<file path="src/rtl/coal_pkg.sv">
// Shared definitions for the completion interrupt coalescer.
// Assumes a 32-bit configuration write word.
package coal_pkg;
    localparam int REG_W = 32;

    // Register select codes decoded by the configuration block
    typedef enum logic [2:0] {
        SEL_THRESH  = 3'd0,
        SEL_TIMEOUT = 3'd1,
        SEL_ADDR_LO = 3'd2,
        SEL_ADDR_HI = 3'd3,
        SEL_DATA    = 3'd4
    } cfg_sel_e;
endpackage

</file>
<file path="src/rtl/coal_cfg_regs.sv">
// Configuration registers: thresholds, timer enable, message address and data.
// Assumes single-cycle write strobes; unknown select codes are dropped.
module coal_cfg_regs
    import coal_pkg::*;
#(
    parameter int CNT_W   = 15,
    parameter int TMR_W   = 13,
    parameter int EN_BIT  = 18,
    parameter int ALO_W   = 32,
    parameter int AHI_W   = 16,
    parameter int DATA_W  = 32,
    parameter int RST_THR = 20,
    parameter int RST_TMO = 176,
    localparam int AW     = ALO_W + AHI_W
) (
    input  logic              clk,
    input  logic              rst_n,
    input  logic              wr_en,
    input  logic [2:0]        wr_sel,
    input  logic [REG_W-1:0]  wr_data,
    output logic [CNT_W-1:0]  thr,
    output logic              tmr_en,
    output logic [TMR_W-1:0]  tmo,
    output logic [AW-1:0]     addr,
    output logic [DATA_W-1:0] data
);
    logic [ALO_W-1:0] addr_lo;
    logic [AHI_W-1:0] addr_hi;

    // Load the selected register field on a write strobe
    always_ff @(posedge clk) begin
        if (!rst_n) begin
            thr     <= CNT_W'(RST_THR);
            tmr_en  <= 1'b0;
            tmo     <= TMR_W'(RST_TMO);
            addr_lo <= '0;
            addr_hi <= '0;
            data    <= '0;
        end else if (wr_en) begin
            case (cfg_sel_e'(wr_sel))
                SEL_THRESH: begin
                    thr    <= wr_data[CNT_W-1:0];
                    tmr_en <= wr_data[EN_BIT];
                end
                SEL_TIMEOUT: tmo     <= wr_data[TMR_W-1:0];
                SEL_ADDR_LO: addr_lo <= wr_data[ALO_W-1:0];
                SEL_ADDR_HI: addr_hi <= wr_data[AHI_W-1:0];
                SEL_DATA:    data    <= wr_data[DATA_W-1:0];
                default: ;
            endcase
        end
    end

    // Assemble the full message address
    assign addr = {addr_hi, addr_lo};
endmodule

</file>
<file path="src/rtl/coal_trigger.sv">
// Completion counter, elapsed timer and firing decision.
// Assumes busy stays high from the firing edge until the acceptance edge.
module coal_trigger #(
    parameter int CNT_W = 15,
    parameter int TMR_W = 13,
    localparam logic [CNT_W-1:0] CNT_MAX = '1,
    localparam logic [TMR_W-1:0] TMR_MAX = '1
) (
    input  logic             clk,
    input  logic             rst_n,
    input  logic             cmpl,
    input  logic [CNT_W-1:0] done_count,
    input  logic [CNT_W-1:0] thr,
    input  logic             tmr_en,
    input  logic [TMR_W-1:0] tmo,
    input  logic             busy,
    input  logic             accept,
    output logic             launch
);
    logic [CNT_W-1:0] cnt;
    logic [TMR_W-1:0] tmr;
    logic             count_hit;
    logic             time_hit;

    // Evaluate both limits and gate on idle state and a nonzero done count
    always_comb begin
        count_hit = (cnt != '0) && (cnt >= thr);
        time_hit  = tmr_en && (cnt != '0) && (tmr >= tmo);
        launch    = !busy && (done_count != '0) && (count_hit || time_hit);
    end

    // Count completions and elapsed cycles while idle; clear on acceptance
    always_ff @(posedge clk) begin
        if (!rst_n) begin
            cnt <= '0;
            tmr <= '0;
        end else if (accept) begin
            cnt <= '0;
            tmr <= '0;
        end else if (!busy && !launch) begin
            if (cmpl && cnt != CNT_MAX) cnt <= cnt + 1'b1;
            if (cnt != '0 && tmr != TMR_MAX) tmr <= tmr + 1'b1;
        end
    end


    clear_on_accept_chk: assert property (@(posedge clk) disable iff (!rst_n)
        accept |=> (cnt == '0 && tmr == '0));

    frozen_while_busy_chk: assert property (@(posedge clk) disable iff (!rst_n)
        (busy && !accept) |=> ($stable(cnt) && $stable(tmr)));

    no_timeout_when_off_chk: assert property (@(posedge clk) disable iff (!rst_n)
        (launch && !tmr_en) |-> (cnt >= thr));

    timer_idle_chk: assert property (@(posedge clk) disable iff (!rst_n)
        (cnt == '0) |-> (tmr == '0));
endmodule

</file>
<file path="src/rtl/coal_msg_out.sv">
// Message holder: captures address and data at firing and presents them
// on a valid/ready port until taken. Assumes launch only while idle.
module coal_msg_out #(
    parameter int AW     = 48,
    parameter int DATA_W = 32
) (
    input  logic              clk,
    input  logic              rst_n,
    input  logic              launch,
    input  logic [AW-1:0]     src_addr,
    input  logic [DATA_W-1:0] src_data,
    input  logic              ready,
    output logic              valid,
    output logic [AW-1:0]     addr,
    output logic [DATA_W-1:0] data
);
    // Raise valid on launch, drop it on acceptance, capture the payload once
    always_ff @(posedge clk) begin
        if (!rst_n) begin
            valid <= 1'b0;
            addr  <= '0;
            data  <= '0;
        end else if (valid) begin
            if (ready) valid <= 1'b0;
        end else if (launch) begin
            valid <= 1'b1;
            addr  <= src_addr;
            data  <= src_data;
        end
    end


    hold_until_taken_chk: assert property (@(posedge clk) disable iff (!rst_n)
        (valid && !ready) |=> valid);

    drop_after_taken_chk: assert property (@(posedge clk) disable iff (!rst_n)
        (valid && ready) |=> !valid);

    payload_stable_chk: assert property (@(posedge clk) disable iff (!rst_n)
        (valid && !ready) |=> ($stable(addr) && $stable(data)));
endmodule

</file>
<file path="src/rtl/cmpl_irq_coalescer.sv">
// Completion interrupt coalescer top: configuration, trigger and message port.
// Assumes one completion pulse per cycle at most and a synchronous reset.
module cmpl_irq_coalescer
    import coal_pkg::*;
#(
    parameter int CNT_W  = 15,
    parameter int TMR_W  = 13,
    parameter int EN_BIT = 18,
    parameter int ALO_W  = 32,
    parameter int AHI_W  = 16,
    parameter int DATA_W = 32,
    localparam int AW    = ALO_W + AHI_W
) (
    input  logic              clk,
    input  logic              rst_n,
    input  logic              cmpl_pulse,
    input  logic [CNT_W-1:0]  done_count,
    input  logic              cfg_wr_en,
    input  logic [2:0]        cfg_wr_sel,
    input  logic [REG_W-1:0]  cfg_wr_data,
    output logic              msg_valid,
    input  logic              msg_ready,
    output logic [AW-1:0]     msg_addr,
    output logic [DATA_W-1:0] msg_data
);
    logic [CNT_W-1:0]  thr;
    logic              tmr_en;
    logic [TMR_W-1:0]  tmo;
    logic [AW-1:0]     cfg_addr;
    logic [DATA_W-1:0] cfg_data;
    logic              launch;
    logic              accept;

    // Acceptance of the presented message
    assign accept = msg_valid && msg_ready;

    coal_cfg_regs #(
        .CNT_W(CNT_W), .TMR_W(TMR_W), .EN_BIT(EN_BIT),
        .ALO_W(ALO_W), .AHI_W(AHI_W), .DATA_W(DATA_W)
    ) u_cfg (
        .clk(clk), .rst_n(rst_n),
        .wr_en(cfg_wr_en), .wr_sel(cfg_wr_sel), .wr_data(cfg_wr_data),
        .thr(thr), .tmr_en(tmr_en), .tmo(tmo),
        .addr(cfg_addr), .data(cfg_data)
    );

    coal_trigger #(.CNT_W(CNT_W), .TMR_W(TMR_W)) u_trig (
        .clk(clk), .rst_n(rst_n),
        .cmpl(cmpl_pulse), .done_count(done_count),
        .thr(thr), .tmr_en(tmr_en), .tmo(tmo),
        .busy(msg_valid), .accept(accept), .launch(launch)
    );

    coal_msg_out #(.AW(AW), .DATA_W(DATA_W)) u_msg (
        .clk(clk), .rst_n(rst_n),
        .launch(launch), .src_addr(cfg_addr), .src_data(cfg_data),
        .ready(msg_ready), .valid(msg_valid),
        .addr(msg_addr), .data(msg_data)
    );


    no_spurious_msg_chk: assert property (@(posedge clk) disable iff (!rst_n)
        $rose(msg_valid) |-> ($past(done_count) != '0));

    idle_after_reset_chk: assert property (@(posedge clk)
        !rst_n |=> !msg_valid);
endmodule

</file>
<file path="config.mk">
export PLATFORM = sky130hd
export DESIGN_NAME = cmpl_irq_coalescer
export DESIGN_NICKNAME = d
export VERILOG_FILES = /design/src/rtl/coal_pkg.sv /design/src/rtl/coal_cfg_regs.sv /design/src/rtl/coal_trigger.sv /design/src/rtl/coal_msg_out.sv /design/src/rtl/cmpl_irq_coalescer.sv
export SDC_FILE = /design/constraint.sdc
export NUM_CORES = 1
export LEC_CHECK = 0
export CORE_AREA = 2 2 143 145
export DETAILED_ROUTE_END_ITERATION = 12
export DIE_AREA = 0 0 145 147
export DONT_BUFFER_PORTS = 1
export SLEW_MARGIN = 20
export SYNTH_ARGS = -nofsm -noshare
export SYNTH_HDL_FRONTEND = slang
export SYNTH_SLANG_ARGS = --single-unit
</file>
<file path="constraint.sdc">
create_clock -name clk -period 2.8 [get_ports clk]
set_input_delay 0.7 -clock clk [delete_from_list [all_inputs] [get_ports clk]]
set_output_delay 0.7 -clock clk [all_outputs]
set_load 0.05 [all_outputs]
</file>
==> summary.md <==
| Metric | Value |
|---|---|
| Final WL | 22,500 um |
| Drt initial violations | 452 |
| RSZ-0062 raised after global routing | no |
| Core area | 0.0198 mm2 |
| FP Rows | 52 |
| Dominant synthesized flop cell | dfxtp_1 |
| Maximum clock frequency | 384 MHz |
| Worst path cell trace | inv_1 > ha_1 > a21oi_2 > o21ai_2 > a2111oi_4 > a21oi_1 > o211ai_1 > buf_12 > a31oi_1 > a41o_1 |
| Final HPWL DP | 14,900 um |
| Hold Path Class | input pin to flop |
| Cells after Synth | 1,125 |
| Top-count cell post-synth | nand2_1 |
| Setup bufs post-CTS | 0 |
| Vias in the first global route | 7,258 |
| Final ANT Viol Nets | 0 |
| Total global-route track usage | 0.216 |
| Crit path max fanout | 54 |
| Crit path max-delay family | compound AO/OA/AOI/OAI gates |
| N_diodes | 0 |
| Routability-driven placement congestion ratio | 0.820 |
| Flop pwr share | 0.478 |
| Post-synth EDFFs | 0 |
| Tightest Pin Transition | 838 ps |
| Max cap viols | 0 |
| # resized after CTS | 0 |
| Post-synth top cells | nand2_1 (408), dfxtp_1 (218), a21boi_0 (153), clkbuf_1 (58), a21boi_1 (32) |
| Gate power share | 0.029 |
| Post-Syn Area | 0.00919 mm2 |
| Post-synth ARST share | 0 |
| Slowest cell delay on critical path | 420 ps |
| PortBufs | 0 |
| Pre-CTS WS | 219 ps |
| Final Slew Violations | 0 |
| Synth area leader | dfxtp_1 |
| Distinct cell type count after synthesis | 42 |
| CTS clock-pin slew for the worst setup and hold paths | 60 ps |
| Status | complete, no violations |
| Htree depth | 1 |
| First-pass GRT wire length | 37,900 um |
| # setup viols final | 0 |
| Initial core utilization | 0.463 |
| Syn nets | 1,211 |
| Die width | 145 um |
| Via count | 7,299 |
| Synth top area cells | dfxtp_1 (47%), nand2_1 (17%), a21boi_0 (13%) |
| Io pins | 136 |
| Die Y | 147 um |
| TritonCTS Sinks | 218 |
| Leakage | 3.57 nW |
| Worst path arrival time | 3000 ps |
| Critical Path Source Type | flop |
| CTS Hold Bufs | 0 |
| Yosys warning total | 0 |
| Slack of the critical path | 197 ps |
| Initial antenna violation count | 0 |
| DR WL/cell | 16.2 um |
| Crit path buf inv count | 2 |
| Vias per cell | 5.26 |
| Largest net degree at the start of global routing | 193 |
| Clock tree from TritonCTS | done |
| Maximum root-to-sink buffer count | 3 |
| Worst-skew pair later-pin latency | 530 ps |
| Slew margin rel. | 0.440 |
| Setup TNS | 0 ps |
| Syn-to-layout area delta | 12.0% |
| Post-synth top area share | 0.475 |
| Final min period | 2600 ps |
| VDD IR max | 0.488 mV |
| Share of post-route cells with drive strength above 1 | 0.0653 |
| Fin crit share | 0.930 |
| Total grt overflow | 0 |
| Critical path class | flop to flop |
| Final Hold Viols | 0 |
| Register area share after synthesis | 0.475 |
| DRC | 0 |
| Switching power | 1.38 mW |
| Pwr dens | 642 mW/mm2 |
| Switching portion of total power | 0.209 |
| Data required, critical path | 3200 ps |
| Pre-antenna DRT Iters | 4 |
| TritonCTS Buffers | 24 |
| Hold slack | 316 ps |
| Int Pwr | 5.23 mW |
| Worst Skew | 19.9 ps |
| Clock Tree Root | clkbuf_16 |
| Final #Nets | 1,189 |
| Slowest-stage cell, CP | o211ai_1 |
| Kind of end point of the critical path | flop |
| Avg Inst Size Synth | 8.17 um2 |
| Number of synthesized register bits | 218 |
| DIE AREA | 0.0213 mm2 |
| Clock power share | 0.493 |
==> routing by layer <==
metal | global-route usage | share of wire | vias up
li1 | - | - | 3711
met1 | 0.270 | 0.44 | 3416
met2 | 0.376 | 0.48 | 144
met3 | 0.0565 | 0.065 | 28
met4 | 0.0495 | 0.014 | 0
met5 | 0 | 0 | -
==> metrics by stage <==
step	power (mW)	instances	area, um2	util
3_3_place_gp	3.42	1347	9480	0.477
6_report	6.61	1388	10300	0.519
4_1_cts	6.67	1388	10300	0.519
2_1_floorplan	3.40	1125	9190	-
5_1_grt	6.83	1388	10300	0.519
3_5_place_dp	3.42	1347	9480	0.477
==> power by group through the flow <==
stage / Sequential, mW / Clock [mW] / Combinational (mW)
2_1_floorplan: 3.23 / 0 / 0.176
3_3_place_gp: 3.23 / 0 / 0.186
3_5_place_dp: 3.23 / 0 / 0.189
4_1_cts: 3.16 / 3.32 / 0.190
5_1_grt: 3.17 / 3.44 / 0.215
6_report: 3.16 / 3.26 / 0.189
==> final cells by class <==
type	instances	area (um2)
clock buffers	34	698
multi-input cells	804	4430
clock inverters	7	121
flip-flops and latches	218	4360
well taps	270	338
repair buffers	24	230
fillers	1916	9550
inverters	31	116
==> state kept, by name, indices dropped and copies added, names as in the netlist <==
name	count
u_cfg.data	32
u_cfg.addr_lo	32
u_cfg.addr_hi	16
u_msg.valid	1
u_cfg.thr	15
u_msg.addr	48
u_trig.cnt	15
u_msg.data	32
u_cfg.tmr_en	1
u_trig.tmr	13
u_cfg.tmo	13
==> cells in the final DEF, fill, tap and decap left out, types with 3 or more instances in the layout <==
master,count
nor2b_1,4
nand2_1,408
dfxtp_1,218
bufinv_16,3
buf_4,20
a31o_2,4
and2_1,4
inv_1,31
nand2b_1,4
a31oi_1,3
clkbuf_16,24
clkinv_2,3
a21oi_1,31
and3_1,8
a21boi_1,32
a21boi_0,153
ha_1,31
clkbuf_8,6
nor2_1,17
clkbuf_1,4
o211ai_1,9
nand3_1,21
or4_1,11
nand4_1,8
buf_12,4
o31ai_1,10
o21ai_0,11
nor3_1,5
nor4_1,8
==> cell families (layout without fill, tap and decap cells) <==
group,count (synthesis),count (layout),synth area share
AND/OR/NAND/NOR,506,506,0.227
AO/OA/AOI/OAI,265,265,0.209
flip-flops,218,218,0.475
buffers and inverters,103,96,0.0444
adder cells (fa/ha/maj),31,31,0.0422
multiplexers,2,2,0.00218
==> path summary, 6_finish.rpt <==
check                                startpoint             end  slack (ps)  depth (start not counted)
worst max-delay path              u_cfg.tmo[10]   u_trig.cnt[2]         200                         10
worst min-delay path            cfg_wr_data[19]  u_cfg.data[19]         320                          2
worst max register to register    u_cfg.tmo[10]   u_trig.cnt[2]         200                         10
worst min register to register   u_cfg.data[20]  u_msg.data[20]         450                          2
Power figures use the tool's default switching activity.
